==> src/rtl/bbm_pkg.sv <==
package bbm_pkg;
   // register byte offsets (8-bit view; compared at the top's address width)
   localparam logic [7:0] OFS_CTRL = 8'h00;
   localparam logic [7:0] OFS_CLR  = 8'h04;
   localparam logic [7:0] OFS_CNT  = 8'h08;
   localparam logic [7:0] OFS_THR  = 8'h10;
   localparam logic [7:0] OFS_STAT = 8'h20;
   localparam logic [7:0] OFS_ICLR = 8'h24;
   localparam logic [7:0] OFS_IEN  = 8'h28;

   // control register fields
   localparam int unsigned CTRL_RUN  = 0;
   localparam int unsigned CTRL_WRAP = 1;
   localparam int unsigned ADJ_LSB   = 16;

   // event bit positions
   localparam int unsigned EV_HIT = 0;
   localparam int unsigned EV_OVF = 1;
   localparam int unsigned NUM_EV = 2;
endpackage

==> src/rtl/bbm_regs.sv <==
module bbm_regs
   import bbm_pkg::*;
#(
   parameter int unsigned DATA_W = 32,
   parameter int unsigned ADDR_W = 8,
   parameter int unsigned ADJ_W  = 5
) (
   input  logic              clk,
   input  logic              rst_n,
   input  logic              reg_wr,
   input  logic              reg_rd,
   input  logic [ADDR_W-1:0] reg_addr,
   input  logic [DATA_W-1:0] reg_wdata,
   input  logic [DATA_W-1:0] cnt,
   input  logic [NUM_EV-1:0] status,
   output logic              run,
   output logic              wrap,
   output logic [ADJ_W-1:0]  adj,
   output logic [DATA_W-1:0] thr,
   output logic [NUM_EV-1:0] ien,
   output logic              clr_cnt,
   output logic [NUM_EV-1:0] clr_ev,
   output logic [DATA_W-1:0] reg_rdata
);
   localparam logic [ADDR_W-1:0] A_CTRL = ADDR_W'(OFS_CTRL);
   localparam logic [ADDR_W-1:0] A_CLR  = ADDR_W'(OFS_CLR);
   localparam logic [ADDR_W-1:0] A_CNT  = ADDR_W'(OFS_CNT);
   localparam logic [ADDR_W-1:0] A_THR  = ADDR_W'(OFS_THR);
   localparam logic [ADDR_W-1:0] A_STAT = ADDR_W'(OFS_STAT);
   localparam logic [ADDR_W-1:0] A_ICLR = ADDR_W'(OFS_ICLR);
   localparam logic [ADDR_W-1:0] A_IEN  = ADDR_W'(OFS_IEN);

   logic wr_ctrl, wr_thr, wr_ien;
   logic [DATA_W-1:0] ctrl_view, rd_mux;

   assign wr_ctrl = reg_wr && (reg_addr == A_CTRL);
   assign wr_thr  = reg_wr && (reg_addr == A_THR);
   assign wr_ien  = reg_wr && (reg_addr == A_IEN);
   assign clr_cnt = reg_wr && (reg_addr == A_CLR) && reg_wdata[0];
   assign clr_ev  = (reg_wr && (reg_addr == A_ICLR)) ? reg_wdata[NUM_EV-1:0] : '0;

   always_ff @(posedge clk or negedge rst_n) begin
      if (!rst_n) begin
         run  <= 1'b0;
         wrap <= 1'b0;
         adj  <= '0;
         thr  <= '1;
         ien  <= '0;
      end else begin
         if (wr_ctrl) begin
            run  <= reg_wdata[CTRL_RUN];
            wrap <= reg_wdata[CTRL_WRAP];
            adj  <= reg_wdata[ADJ_LSB +: ADJ_W];
         end
         if (wr_thr) thr <= reg_wdata;
         if (wr_ien) ien <= reg_wdata[NUM_EV-1:0];
      end
   end

   always_comb begin
      ctrl_view = '0;
      ctrl_view[CTRL_RUN]          = run;
      ctrl_view[CTRL_WRAP]         = wrap;
      ctrl_view[ADJ_LSB +: ADJ_W]  = adj;
   end

   always_comb begin
      rd_mux = '0;
      case (reg_addr)
         A_CTRL:  rd_mux = ctrl_view;
         A_CNT:   rd_mux = cnt;
         A_THR:   rd_mux = thr;
         A_STAT:  rd_mux[NUM_EV-1:0] = status;
         A_IEN:   rd_mux[NUM_EV-1:0] = ien;
         default: rd_mux = '0;
      endcase
   end

   always_ff @(posedge clk or negedge rst_n) begin
      if (!rst_n)      reg_rdata <= '0;
      else if (reg_rd) reg_rdata <= rd_mux;
   end
endmodule

==> src/rtl/bbm_accum.sv <==
module bbm_accum
   import bbm_pkg::*;
#(
   parameter int unsigned CNT_W    = 32,
   parameter int unsigned BEAT_W   = 16,
   parameter bit          HAS_WRAP = 1'b1
) (
   input  logic              clk,
   input  logic              rst_n,
   input  logic              beat_valid,
   input  logic [BEAT_W-1:0] beat_bytes,
   input  logic              run,
   input  logic              wrap,
   input  logic [CNT_W-1:0]  thr,
   input  logic              clr_cnt,
   output logic [CNT_W-1:0]  cnt,
   output logic [NUM_EV-1:0] ev
);
   localparam int unsigned SUM_W = CNT_W + 1;

   logic [SUM_W-1:0] sum, wrapped;
   logic take, hit_raw, do_wrap, ovf_raw;

   assign take    = beat_valid && run && !clr_cnt;
   assign sum     = {1'b0, cnt} + SUM_W'(beat_bytes);
   assign hit_raw = (thr != '0) && (cnt < thr) && (sum >= {1'b0, thr});
   assign wrapped = sum - {1'b0, thr};

   generate
      if (HAS_WRAP) begin : g_wrap
         assign do_wrap = wrap && hit_raw;
      end else begin : g_nowrap
         assign do_wrap = 1'b0;
      end
   endgenerate

   assign ovf_raw = sum[CNT_W] && !do_wrap;

   always_comb begin
      ev         = '0;
      ev[EV_HIT] = take && hit_raw;
      ev[EV_OVF] = take && ovf_raw;
   end

   always_ff @(posedge clk or negedge rst_n) begin
      if (!rst_n)       cnt <= '0;
      else if (clr_cnt) cnt <= '0;
      else if (take)    cnt <= do_wrap ? wrapped[CNT_W-1:0] : sum[CNT_W-1:0];
   end
endmodule

==> src/rtl/bbm_status.sv <==
module bbm_status
   import bbm_pkg::*;
(
   input  logic              clk,
   input  logic              rst_n,
   input  logic [NUM_EV-1:0] ev,
   input  logic [NUM_EV-1:0] clr_ev,
   input  logic [NUM_EV-1:0] ien,
   output logic [NUM_EV-1:0] status,
   output logic              irq
);
   genvar gi;
   generate
      for (gi = 0; gi < NUM_EV; gi++) begin : g_bit
         always_ff @(posedge clk or negedge rst_n) begin
            if (!rst_n)          status[gi] <= 1'b0;
            else if (ev[gi])     status[gi] <= 1'b1;
            else if (clr_ev[gi]) status[gi] <= 1'b0;
         end
      end
   endgenerate

   assign irq = |(status & ien);
endmodule

==> src/rtl/bus_byte_meter.sv <==
module bus_byte_meter
   import bbm_pkg::*;
#(
   parameter int unsigned CNT_W    = 32,
   parameter int unsigned BEAT_W   = 16,
   parameter int unsigned ADDR_W   = 8,
   parameter int unsigned ADJ_W    = 5,
   parameter bit          HAS_WRAP = 1'b1
) (
   input  logic              clk,
   input  logic              rst_n,
   input  logic              beat_valid,
   input  logic [BEAT_W-1:0] beat_bytes,
   input  logic              reg_wr,
   input  logic              reg_rd,
   input  logic [ADDR_W-1:0] reg_addr,
   input  logic [CNT_W-1:0]  reg_wdata,
   output logic [CNT_W-1:0]  reg_rdata,
   output logic [ADJ_W-1:0]  throttle_adj,
   output logic              irq
);
   initial begin
      if (BEAT_W > CNT_W)           $error("BEAT_W must not exceed CNT_W");
      if (ADDR_W < 6)               $error("ADDR_W too small for register map");
      if (ADJ_LSB + ADJ_W > CNT_W)  $error("throttle field outside register");
   end

   logic              run_q, wrap_q, clr_cnt;
   logic [CNT_W-1:0]  thr_q, cnt_q;
   logic [NUM_EV-1:0] ien_q, clr_ev, ev, status_q;

   bbm_regs #(.DATA_W(CNT_W), .ADDR_W(ADDR_W), .ADJ_W(ADJ_W)) u_regs (
      .clk(clk), .rst_n(rst_n),
      .reg_wr(reg_wr), .reg_rd(reg_rd), .reg_addr(reg_addr), .reg_wdata(reg_wdata),
      .cnt(cnt_q), .status(status_q),
      .run(run_q), .wrap(wrap_q), .adj(throttle_adj), .thr(thr_q), .ien(ien_q),
      .clr_cnt(clr_cnt), .clr_ev(clr_ev), .reg_rdata(reg_rdata)
   );

   bbm_accum #(.CNT_W(CNT_W), .BEAT_W(BEAT_W), .HAS_WRAP(HAS_WRAP)) u_accum (
      .clk(clk), .rst_n(rst_n),
      .beat_valid(beat_valid), .beat_bytes(beat_bytes),
      .run(run_q), .wrap(wrap_q), .thr(thr_q), .clr_cnt(clr_cnt),
      .cnt(cnt_q), .ev(ev)
   );

   bbm_status u_status (
      .clk(clk), .rst_n(rst_n),
      .ev(ev), .clr_ev(clr_ev), .ien(ien_q),
      .status(status_q), .irq(irq)
   );
endmodule

==> config.mk <==
export PLATFORM = sky130hd
export DESIGN_NAME = bus_byte_meter
export DESIGN_NICKNAME = d
export VERILOG_FILES = /design/src/rtl/bbm_pkg.sv /design/src/rtl/bbm_regs.sv /design/src/rtl/bbm_accum.sv /design/src/rtl/bbm_status.sv /design/src/rtl/bus_byte_meter.sv
export SDC_FILE = /design/constraint.sdc
export NUM_CORES = 1
export LEC_CHECK = 0
export BUFFER_PORTS_ARGS = -buffer_cell sky130_fd_sc_hd__buf_4
export CAP_MARGIN = 10
export CORE_AREA = 8 8 143 145
export DETAILED_ROUTE_END_ITERATION = 7
export DIE_AREA = 0 0 151 153
export PLACE_DENSITY = 0.81
export SLEW_MARGIN = 20
export SYNTH_ARGS = -nofsm -noshare
export SYNTH_HDL_FRONTEND = slang
export SYNTH_HIERARCHICAL = 1
export SYNTH_SLANG_ARGS = --single-unit
==> constraint.sdc <==
create_clock -name clk -period 4.38 [get_ports clk]
set_input_delay 0.219 -clock clk [delete_from_list [all_inputs] [get_ports clk]]
set_output_delay 0.219 -clock clk [all_outputs]
set_load 0.02 [all_outputs]
Word level (Yosys, flattened, before mapping)
Index checks and enable logic that the tools add are counted.
{"block": "totals", "word_cells": 52, "input_bits": 61, "reg_bits": 107, "out_inout_bits": 38}
{"block": "classes", "n_reduce_logical": 22, "mux": 10, "eq_ne": 6, "bitwise": 1, "magnitude_cmp": 2, "add_sub_neg": 2}
{"cell": "two-way mux 32 bit", "count": 3}
{"cell": "case mux 30 bit (3 select lines)", "count": 1}
{"cell": "adder 32 x 16 -> 33 bit", "count": 1}
{"cell": ">= comparator 33 x 32 -> 1 bit", "count": 1}
{"cell": "< comparator 32 bit", "count": 1}
{"cell": "nonzero test 32 bit", "count": 1}
{"cell": "subtractor 32 bit", "count": 1}
{"cell": "equality test 8 x 6 -> 1 bit (second input constant)", "count": 3}
{"cell": "logical AND 1 bit", "count": 14}
{"cell": "case mux 2 bit (5 select lines)", "count": 1}
{"cell": "equality test 8 x 3 -> 1 bit (second input constant)", "count": 1}
{"cell": "equality test 8 x 4 -> 1 bit (second input constant)", "count": 1}
{"cell": "equality test 8 x 5 -> 1 bit (second input constant)", "count": 1}
{"cell": "zero test 8 bit", "count": 1}
{"cell": "nonzero test 2 bit", "count": 3}
{"cell": "two-way mux 1 bit", "count": 4}
{"cell": "AND 2 bit", "count": 1}
{"cell": "zero test 1 bit", "count": 2}
{"cell": "two-way mux 2 bit", "count": 1}
{"cell": "OR reduction 2 bit", "count": 1}

Logic depth before layout (Yosys ltp)
Gate-level depths: netlist of the first run.
{"block": "logic_depth", "word_depth": 8, "ltp_mapped": 23, "depth_no_buf": 21}

Cells and area by module
Netlist of the first run, hierarchy kept.
{"mod": "bbm_accum", "area_per_inst_um2": 5113.7, "instances": 1, "cells_each": 642, "seq_area_each_um2": 800.8}
{"mod": "bbm_regs", "area_per_inst_um2": 3676.0, "instances": 1, "cells_each": 266, "seq_area_each_um2": 1866.8}
{"mod": "bbm_status", "area_per_inst_um2": 82.6, "instances": 1, "cells_each": 7, "seq_area_each_um2": 50.0}

Worst setup path before layout of the first run
No wires, ideal clock.
{"block": "synth_path", "path_type": "register -> register", "startpoint": "reg u_accum.cnt[13]", "endpoint": "reg u_accum.cnt[27]", "t_arrival_ps": 4585, "setup_ps": 124, "period_less_slack_ps": 4709, "required_time_ps": 4256, "stages_incl_launch_ff": 22, "n_path_buf": 3, "slack_ps": -329, "path_cell_list": "dfrtp_1 -> ha_1 -> a21o_1 -> a2111o_1 -> a21oi_2 -> a21o_1 -> clkbuf_1 -> nor2b_1 -> and3_1 -> xor2_1 -> ha_1 -> a21oi_1 -> o21ai_0 -> a311oi_1 -> o21bai_1 -> a2111oi_4 -> o31ai_2 -> and2_1 -> buf_6 -> buf_6 -> and4_4 -> a211o_1"}
{"block": "synth_via", "elab_chain_cells": 7, "word_cells_on_any_way": 10, "classes_between": "add/sub (2); order compare (2); mux (3); reduce/logical (3)"}
{"item": "from (decl)", "line_no": "bbm_accum.sv:16", "source": "output logic [CNT_W-1:0] cnt,"}
{"item": "from (signal assigned)", "line_no": "bbm_accum.sv:48", "source": "else if (take) cnt <= do_wrap ? wrapped[CNT_W-1:0] : sum[CNT_W-1:0];"}
{"item": "adder 32 x 16 -> 33 bit / < comparator 32 bit (equally long branches)", "line_no": "bbm_accum.sv:25, bbm_accum.sv:26"}
{"item": ">= comparator 33 x 32 -> 1 bit / logical AND 1 bit (equally long branches)", "line_no": "bbm_accum.sv:26", "source": "assign hit_raw = (thr != '0) && (cnt < thr) && (sum >= {1'b0, thr});"}
{"item": "logical AND 1 bit", "line_no": "bbm_accum.sv:26"}
{"item": "logical AND 1 bit", "line_no": "bbm_accum.sv:31", "source": "assign do_wrap = wrap && hit_raw;"}
{"item": "two-way mux 32 bit (*) (2 in series)", "line_no": "bbm_accum.sv:48"}
{"item": "two-way mux 32 bit (*)", "line_no": "bbm_accum.sv:47", "source": "else if (clr_cnt) cnt <= '0;"}
Mark *: on every way between the ends. The rest lies on a longest branch, timed or not. The select of a mux whose other input is x is not followed.
A chain may end at the register's enable or synchronous reset.

Worst setup path in the final report of the first run
{"block": "layout_path", "startpoint": "reg u_accum.cnt[0]", "endpoint": "reg u_accum.cnt[19]"}
Same word-level chain as after synthesis.

==> metrics.txt, run 1 <==
master cell of the clock root buffer=sky130_fd_sc_hd__clkbuf_16; library cell with the highest instance count after synthesis=sky130_fd_sc_hd__ha_1; clock network fraction of design power=12.9%; # H-tree levels=3; Slew HR=30.80%; number of rows created at floorplan=50; summed instance area of the synthesized netlist=8872 um2; synthesized net count=1057; endpoint of the most critical register-to-register path=u_accum/cnt[19]; biggest area consumer among synthesized cells=sky130_fd_sc_hd__dfrtp_1; register area=2718 um2; Core Region=18270 um2; Overflow after GRT=0; power spent charging and discharging nets=2.934 mW; # fillers=1296; overall global routing resource usage=25.17%; CP Data Arrival Time=5250 ps; classification of the worst-slack hold path=input pin to register; most frequent cells after synthesis=79 x sky130_fd_sc_hd__ha_1, 77 x sky130_fd_sc_hd__inv_1, 75 x sky130_fd_sc_hd__dfrtp_1, 58 x sky130_fd_sc_hd__nand2_1, 46 x sky130_fd_sc_hd__a21oi_1; total number of nets in the final design=1281; area of the die=23100 um2; worst-case clock skew=8.475 ps; status=complete, but fails checks; pin count of the biggest net entering global routing=67; height of the die=153 um; Worst setup SP type=register; start of the worst register-to-register path=u_accum/cnt[0]; I/O Buffers=98; power density normalized to cell area=566.8 nW/um2; number of buffers created by CTS=9; unrepaired setup endpoints after global routing=yes; dominant synthesized flop cell=sky130_fd_sc_hd__dfrtp_1; number of cells on the worst hold path=2; number of global-route vias before repair=8630; leakage power=5.402 nW; Residual DRC=0; clock edge transition at the registers on the reported setup and hold paths=80 ps; fraction of power consumed by combinational cells=69.1%; cells on worst reg2reg path=21; Synth area leaders=sky130_fd_sc_hd__dfrtp_1 21%, sky130_fd_sc_hd__ha_1 11%, sky130_fd_sc_hd__dfstp_2 9.5%; highest clock frequency the design can meet=201.7 MHz; number of placed instances with taps included=1338; Critical Path Sink Type=register; shortest period the worst path allows=4959 ps; minimum setup slack among reg-to-reg paths=-580 ps; share of post-route cells with drive strength above 1=39.95%; number of slew-limit violations in the final report=0; global-route wire length before repair=46300 um; post-layout worst setup margin=-578.8 ps; count of endpoints failing setup in the final report=34; antenna violations before repair=0; antenna fix cells=0; initial standard-cell utilization of the core=48.57%; Yosys top cell area share=21.15%; final core area utilization=63.75%; placed wire-length estimate after detailed placement=21450 um; switching portion of total power=44.45%; post-synthesis instance total=915; Area growth syn-to-layout=31.27%; total of flip-flops plus latches after synthesis=107; violations in the final reports=negative setup slack; Max Fanout on Critical Path=6; sequential share of the synthesized area=30.63%; Period Utilization, post-route=113.2%; category of the critical setup timing path=register to register; maximum count of clock buffers along a single path=2; number of sinks handled by clock tree synthesis=107; insertion delay to the later sink of the worst-skew pair=360 ps; Max-cap violations=0; last weighted congestion value of the routability-driven placer=0.9627; YS warnings=6; CTS tree=yes; async set-or-reset flop fraction in the synthesized netlist=100.0%; detailed-route via count=8961; Post-Route WL=31970 um; multi-input combinational cell area=6108 um2; worst voltage drop across the vdd grid=0.3853 mV; register share of total power=18.0%; die width=151 um; mean routed wirelength per cell=23.20 um; transition time of the tightest slew-check pin=1036 ps; Avg Synthesized Cell Area=9.696 um2; Hold Vio Cnt, Final=0; first-iteration detailed-routing DRC count=1134; Routed Antenna Nets=0; pre-CTS setup slack=-371.5 ps; distinct cell type count after synthesis=76; beginning of the worst hold path=reg_wdata[17]; average via count per standard cell=6.503; Final Non-Filler Cells=1378; boundary pin count=99; length of the first detailed-routing pass in iterations=6; required time of the critical path=4670 ps; post-route setup TNS=-14250 ps; internal power consumption=3.667 mW; number of flops mapped to enable cells by yosys=0; Endpoint, Worst Hold=u_regs/adj[1]
through the flow:
step | power, mW | hold WS (ps) | area, um2
after floorplan | 3.694 | -76.59 | 8942
after global placement | 4.998 | 374.0 | 10740
after detailed placement | 5.098 | 374.2 | 10740
after CTS | 6.189 | 79.58 | 11410
after global routing | 6.925 | 77.40 | 11650
final | 6.601 | 78.73 | 11650
registers in the layout, indices dropped and copies added, names as in the netlist:
signal	flops
u_regs/ien	2
u_regs/thr	32
u_regs/adj	5
u_status/status	2
u_regs/reg_rdata	32
u_regs/wrap	1
u_accum/cnt	32
u_regs/run	1
placed cells by master, fill, tap and decap left out, types with 7 or more instances in the layout:
cell type | Yosys | layout
sky130_fd_sc_hd__dfrtp_1 | 75 | 75
sky130_fd_sc_hd__o21ai_1 | 1 | 11
sky130_fd_sc_hd__dfstp_2 | 32 | 32
sky130_fd_sc_hd__xnor2_1 | 31 | 26
sky130_fd_sc_hd__a21o_1 | 32 | 32
sky130_fd_sc_hd__o22ai_1 | 12 | 12
sky130_fd_sc_hd__o21a_1 | 13 | 13
sky130_fd_sc_hd__a31oi_1 | 7 | 7
sky130_fd_sc_hd__nand2b_1 | 8 | 8
sky130_fd_sc_hd__ha_1 | 79 | 70
sky130_fd_sc_hd__nor2_1 | 38 | 34
sky130_fd_sc_hd__ha_4 | 0 | 9
sky130_fd_sc_hd__o211ai_1 | 7 | 7
sky130_fd_sc_hd__buf_4 | 3 | 226
sky130_fd_sc_hd__nand2_1 | 58 | 54
sky130_fd_sc_hd__and3_1 | 18 | 15
sky130_fd_sc_hd__a21oi_2 | 1 | 9
sky130_fd_sc_hd__a21oi_1 | 46 | 37
sky130_fd_sc_hd__clkbuf_16 | 0 | 9
sky130_fd_sc_hd__nor2b_1 | 10 | 8
sky130_fd_sc_hd__o22ai_2 | 20 | 20
sky130_fd_sc_hd__nor3_1 | 8 | 7
sky130_fd_sc_hd__mux2_2 | 8 | 8
sky130_fd_sc_hd__a211o_1 | 8 | 7
sky130_fd_sc_hd__mux2i_1 | 24 | 23
sky130_fd_sc_hd__xor2_1 | 22 | 18
sky130_fd_sc_hd__nand4_1 | 14 | 14
sky130_fd_sc_hd__a211oi_1 | 10 | 9
sky130_fd_sc_hd__nand3_1 | 22 | 16
sky130_fd_sc_hd__mux2_4 | 30 | 30
sky130_fd_sc_hd__o21ai_0 | 44 | 33
sky130_fd_sc_hd__a22oi_2 | 20 | 20
sky130_fd_sc_hd__nor4_1 | 14 | 11
sky130_fd_sc_hd__buf_6 | 11 | 15
sky130_fd_sc_hd__inv_1 | 77 | 77
timing repair:
item	4_1_cts	5_1_grt
gates resized for setup	60	33
buffers inserted	16	8
hold endpoints to repair	9	0
hold buffers	1	0
cloned	2	1
setup endpoints to repair	33	34
pin swaps	31	37
final cells by class:
class                      instances  area share, %
sequential                       107          23.33
inverter                          77          2.482
multi-input combinational        699          52.45
clock inverter                     5         0.5157
clock buffer                      11          2.084
tap                              234          2.514
timing repair buffer             245          16.62
layer usage:
| metal | vias to the layer above | global-route usage [%] | routed length, um |
|---|---|---|---|
| met2 | 668 | 39.92 | 14580 |
| met1 | 4279 | 31.76 | 12260 |
| met5 | - | 0 | 0 |
| met3 | 183 | 5.167 | 3247 |
| li1 | 3831 | - | - |
| met4 | 0 | 12.49 | 1873 |
logic make-up after synthesis:
logic type,Yosys count,synth area share [%]
multiplexers,67,9.434
buffers and inverters,112,5.867
AO/OA/AOI/OAI,273,23.76
AND/OR/NAND/NOR,222,13.48
flip-flops,107,30.63
adder cells (fa/ha/maj),81,11.59
XOR/XNOR,53,5.232
how the worst max path moves through the flow:
stage                               endpoint  depth (start not counted)  slack (ps)      startpoint
after global routing         u_accum/cnt[19]                         21        -710  u_accum/cnt[0]
after global placement    u_status/status[1]                         23        -270  u_accum/cnt[1]
after CTS                     u_accum/cnt[8]                         22        -270  u_accum/cnt[1]
final                        u_accum/cnt[19]                         21        -580  u_accum/cnt[0]
after floorplan              u_accum/cnt[27]                         23         -20  u_accum/cnt[0]
after detailed placement  u_status/status[1]                         22        -370  u_accum/cnt[0]
power by group through the flow:
stage | clock network, mW | logic, mW | registers, mW
3_3_place_gp | 0 | 3.81 | 1.18
3_5_place_dp | 0 | 3.91 | 1.19
5_1_grt | 0.892 | 4.84 | 1.19
2_1_floorplan | 0 | 2.49 | 1.20
4_1_cts | 0.855 | 4.16 | 1.18
6_report | 0.855 | 4.56 | 1.19
worst max-delay path, stage by stage, from the launching register on:
cell and delay, ps:
sky130_fd_sc_hd__dfrtp_1 430, sky130_fd_sc_hd__ha_4 180, sky130_fd_sc_hd__inv_1 50, sky130_fd_sc_hd__fa_2 340, sky130_fd_sc_hd__nor2b_2 150, sky130_fd_sc_hd__o31a_1 210, sky130_fd_sc_hd__o211ai_1 150, sky130_fd_sc_hd__a21o_2 340
sky130_fd_sc_hd__nor2b_4 140, sky130_fd_sc_hd__buf_4 140, sky130_fd_sc_hd__xor2_2 280, sky130_fd_sc_hd__ha_1 320, sky130_fd_sc_hd__and3_4 200, sky130_fd_sc_hd__and2_4 160, sky130_fd_sc_hd__a311oi_2 240, sky130_fd_sc_hd__o21bai_1 130
sky130_fd_sc_hd__a2111oi_4 370, sky130_fd_sc_hd__o31ai_4 130, sky130_fd_sc_hd__and2_4 220, sky130_fd_sc_hd__buf_6 130, sky130_fd_sc_hd__nor4b_1 390, sky130_fd_sc_hd__a221o_1 200
No activity file was read; power rests on OpenSTA's default activity.
==> inputs of run 2 (changes only) <==
CORE_AREA = 8 8 140 142   (was 8 8 143 145)
DIE_AREA = 0 0 148 150   (was 0 0 151 153)
PLACE_DENSITY = 0.82   (was 0.81)
SYNTH_HIERARCHICAL = default   (was 1)
TNS_END_PERCENT = 30   (was default)
==> run 2 against run 1 <==
  * The flow finishes with violations (negative hold slack, negative setup slack)
  * Count of clock-buffer cells in the layout is 1 lower
  * First-iteration DRC count down 0.26%
  * Non-clock buffer count up 18
  * Sequential share of layout area grew 0.88 points
  * Critical endpoint is now u_accum.cnt[31]
==> metrics.txt, run 2 <==
status=complete, but fails checks (unchanged); violations in the final reports=negative hold slack, negative setup slack (was negative setup slack); # H-tree levels=3 (unchanged); start of the worst register-to-register path=u_accum.cnt[0] (was u_accum/cnt[0]); detailed-route via count=8815 (was 8961); Max Fanout on Critical Path=6 (unchanged); number of hold buffers added after CTS=0 (was 1); Worst Hold Margin=-12.46 ps (was 78.73 ps); total of flip-flops plus latches after synthesis=107 (unchanged); worst-case clock skew=13.46 ps (was 8.475 ps); boundary pin count=99 (unchanged); global-route wire length before repair=45460 um (was 46300 um); multi-input combinational cell area=5517 um2 (was 6108 um2); async set-or-reset flop fraction in the synthesized netlist=100.0% (unchanged); average via count per standard cell=6.274 (was 6.503); synthesized net count=1087 (was 1057); leakage power=4.935 nW (was 5.402 nW); initial standard-cell utilization of the core=48.37% (was 48.57%); post-route setup TNS=-18410 ps (was -14250 ps); Final Non-Filler Cells=1405 (was 1378); Hold Vio Cnt, Final=19 (was 0); transition time of the tightest slew-check pin=994.1 ps (was 1036 ps); distinct cell type count after synthesis=69 (was 76); number of global-route vias before repair=8664 (was 8630); # fillers=1370 (was 1296); biggest area consumer among synthesized cells=sky130_fd_sc_hd__dfrtp_1 (unchanged); clock edge transition at the registers on the reported setup and hold paths=80 ps (about the same); area of the die=22200 um2 (was 23100 um2); I/O Buffers=98 (unchanged); minimum setup slack among reg-to-reg paths=-660 ps (was -580 ps); antenna fix cells=0 (unchanged); maximum count of clock buffers along a single path=2 (unchanged); most frequent cells after synthesis=86 x sky130_fd_sc_hd__inv_1, 79 x sky130_fd_sc_hd__ha_1, 75 x sky130_fd_sc_hd__dfrtp_1, 65 x sky130_fd_sc_hd__a21oi_1, 49 x sky130_fd_sc_hd__o21ai_0 (was 79 x sky130_fd_sc_hd__ha_1, 77 x sky130_fd_sc_hd__inv_1, 75 x sky130_fd_sc_hd__dfrtp_1, 58 x sky130_fd_sc_hd__nand2_1, 46 x sky130_fd_sc_hd__a21oi_1); post-synthesis instance total=945 (was 915); Overflow after GRT=0 (unchanged); register area=2718 um2 (unchanged); number of slew-limit violations in the final report=0 (unchanged); Core Region=17530 um2 (was 18270 um2); count of endpoints failing setup in the final report=34 (unchanged); category of the critical setup timing path=register to register (unchanged); number of rows created at floorplan=49 (was 50); height of the die=150 um (was 153 um); pin count of the biggest net entering global routing=68 (was 67); number of sinks handled by clock tree synthesis=107 (unchanged); post-route cell area=11220 um2 (was 11650 um2); Worst setup SP type=register (unchanged); mean routed wirelength per cell=20.98 um (was 23.20 um); Period Utilization, post-route=115.1% (was 113.2%); CP Data Arrival Time=5240 ps (was 5250 ps); Regs by FF count=u_accum.cnt: 32 flops, u_regs.reg_rdata: 32 flops, u_regs.thr: 32 flops (was u_accum/cnt: 32 flops, u_regs/reg_rdata: 32 flops, u_regs/thr: 32 flops); number of flops mapped to enable cells by yosys=0 (unchanged); sequential share of the synthesized area=32.04% (was 30.63%); total number of nets in the final design=1313 (was 1281); master cell of the clock root buffer=sky130_fd_sc_hd__clkbuf_16 (unchanged); classification of the worst-slack hold path=input pin to async pin (was input pin to register); last weighted congestion value of the routability-driven placer=0.9294 (was 0.9627); Yosys top cell area share=22.13% (was 21.15%); Routed Antenna Nets=0 (unchanged); Synth area leaders=sky130_fd_sc_hd__dfrtp_1 22%, sky130_fd_sc_hd__ha_1 12%, sky130_fd_sc_hd__dfstp_2 9.9% (was sky130_fd_sc_hd__dfrtp_1 21%, sky130_fd_sc_hd__ha_1 11%, sky130_fd_sc_hd__dfstp_2 9.5%); post-layout worst setup margin=-662.6 ps (was -578.8 ps); cells on worst reg2reg path=23 (was 21); Residual DRC=0 (unchanged); Max-cap violations=0 (unchanged); Setup crit start=u_accum.cnt[0] (was u_accum/cnt[0]); number of buffers created by CTS=9 (unchanged); overall global routing resource usage=25.58% (was 25.17%); shortest period the worst path allows=5043 ps (was 4959 ps); placed wire-length estimate after detailed placement=21640 um (was 21450 um); YS warnings=0 (was 6); worst voltage drop across the vdd grid=0.3521 mV (was 0.3853 mV); power density normalized to cell area=635.3 nW/um2 (was 566.8 nW/um2); Post-Route WL=29480 um (was 31970 um); Critical Path Sink Type=register (unchanged); summed instance area of the synthesized netlist=8481 um2 (was 8872 um2); length of the first detailed-routing pass in iterations=6 (unchanged); share of post-route cells with drive strength above 1=34.44% (was 39.95%); Area growth syn-to-layout=32.31% (was 31.27%); first-iteration detailed-routing DRC count=1131 (was 1134); end point of the critical path=u_accum.cnt[31] (was u_accum/cnt[19]); Slew HR=33.73% (was 30.80%); required time of the critical path=4580 ps (was 4670 ps); endpoint of the most critical register-to-register path=u_accum.cnt[31] (was u_accum/cnt[19]); commonest cells after routing, fill and taps aside=252 x sky130_fd_sc_hd__buf_4, 85 x sky130_fd_sc_hd__inv_1, 75 x sky130_fd_sc_hd__dfrtp_1, 74 x sky130_fd_sc_hd__ha_1, 63 x sky130_fd_sc_hd__a21oi_1 (was 226 x sky130_fd_sc_hd__buf_4, 77 x sky130_fd_sc_hd__inv_1, 75 x sky130_fd_sc_hd__dfrtp_1, 70 x sky130_fd_sc_hd__ha_1, 54 x sky130_fd_sc_hd__nand2_1); insertion delay to the later sink of the worst-skew pair=370 ps (was 360 ps); CTS tree=yes (unchanged); die width=148 um (was 151 um); dominant synthesized flop cell=sky130_fd_sc_hd__dfrtp_1 (unchanged); unrepaired setup endpoints after global routing=yes (unchanged); highest clock frequency the design can meet=198.3 MHz (was 201.7 MHz); antenna violations before repair=0 (unchanged); Cell Area, Placed=10550 um2 (was 10740 um2); library cell with the highest instance count after synthesis=sky130_fd_sc_hd__inv_1 (was sky130_fd_sc_hd__ha_1); Avg Synthesized Cell Area=8.974 um2 (was 9.696 um2); number of placed instances with taps included=1375 (was 1338); most frequent standard cell in the layout excluding fill and tap cells=sky130_fd_sc_hd__buf_4 (unchanged)
run 2: cell types whose count changed after synthesis, moves of 18 or more:
cell | previous run | this run
sky130_fd_sc_hd__a22oi_1 | 6 | 27
sky130_fd_sc_hd__mux2_2 | 8 | 42
sky130_fd_sc_hd__o22ai_1 | 12 | 31
sky130_fd_sc_hd__a22oi_2 | 20 | 0
sky130_fd_sc_hd__clkbuf_1 | 14 | 40
sky130_fd_sc_hd__nand2_1 | 58 | 40
sky130_fd_sc_hd__mux2_4 | 30 | 0
sky130_fd_sc_hd__o22ai_2 | 20 | 0
sky130_fd_sc_hd__a21oi_1 | 46 | 65
run 2: where the power goes:
part / total (mW) / switching, mW / internal, mW
combinational: 5.01 / 2.59 / 2.42
clock: 0.854 / 0.433 / 0.421
sequential: 1.26 / 0.140 / 1.12
total: 7.13 / 3.17 / 3.96
run 2: worst min path at each step:
stage | cells past startpoint | to | slack, ps | startpoint
after floorplan | 0 | u_accum.cnt[0] | -80 | rst_n
after global placement | 1 | u_regs.reg_rdata[8] | 390 | rst_n
after detailed placement | 1 | u_regs.reg_rdata[9] | 390 | rst_n
after CTS | 1 | u_regs.reg_rdata[9] | 3 | rst_n
after global routing | 1 | u_regs.reg_rdata[2] | 40 | rst_n
final | 1 | u_regs.reg_rdata[9] | -10 | rst_n
run 2: cell families after synthesis:
kind of cell               count (synthesis)  synth area share, %
AOI/OAI and AO/OA                        289                22.56
and+or+nand+nor                          217                13.43
buffers and inverters                    134                6.226
DFF                                      107                32.04
adders and majority gates                 81                12.13
muxes                                     62                7.937
xor gates and xnor gates                  55                5.680
run 2: layout make-up:
class,count,area share [%]
Timing Repair Buffer,263,18.48
Multi-Input combinational cell,704,49.16
Inverter,86,2.877
Clock buffer,10,2.130
Sequential cell,107,24.22
Clock inverter,6,0.5798
Tap cell,229,2.554
run 2: per-layer routing:
layer	track usage [%]	share of wire, %	vias up
met5	0	0	-
met4	10.35	4.0	0
met3	4.082	9.8	114
met2	41.00	46	523
met1	33.88	40	4233
li1	-	-	3945
run 2: worst max-delay path: stages (launching register included):
cell	delay, ps
sky130_fd_sc_hd__dfrtp_1	360
sky130_fd_sc_hd__ha_2	200
sky130_fd_sc_hd__inv_2	40
sky130_fd_sc_hd__fa_2	330
sky130_fd_sc_hd__and2b_1	210
sky130_fd_sc_hd__o31a_1	190
sky130_fd_sc_hd__nor4_2	60
sky130_fd_sc_hd__o311a_1	320
sky130_fd_sc_hd__o31a_1	320
sky130_fd_sc_hd__buf_6	160
sky130_fd_sc_hd__buf_6	110
sky130_fd_sc_hd__xnor2_2	120
sky130_fd_sc_hd__ha_1	310
sky130_fd_sc_hd__nand4_1	180
sky130_fd_sc_hd__nor2_2	180
sky130_fd_sc_hd__o211ai_1	170
sky130_fd_sc_hd__a31o_4	280
sky130_fd_sc_hd__nand3b_1	120
sky130_fd_sc_hd__a41oi_2	180
sky130_fd_sc_hd__a211oi_4	350
sky130_fd_sc_hd__buf_6	190
sky130_fd_sc_hd__buf_8	140
sky130_fd_sc_hd__mux2i_2	250
sky130_fd_sc_hd__a21oi_1	100
run 2: per-stage QoR:
step	utilization (%)	power, mW	setup WS, ps
final	63.99	7.128	-662.6
after global routing	63.99	7.553	-789.5
after CTS	62.96	6.851	-552.4
after detailed placement	60.17	5.867	-673.0
after global placement	60.17	5.773	-495.9
after floorplan	-	4.057	-331.0
run 2: timing repair:
action,in CTS,in global routing
gates cloned,0,2
setup buffers,10,3
pin swaps,19,8
gates resized for setup,24,21
setup endpoints to repair,34,34
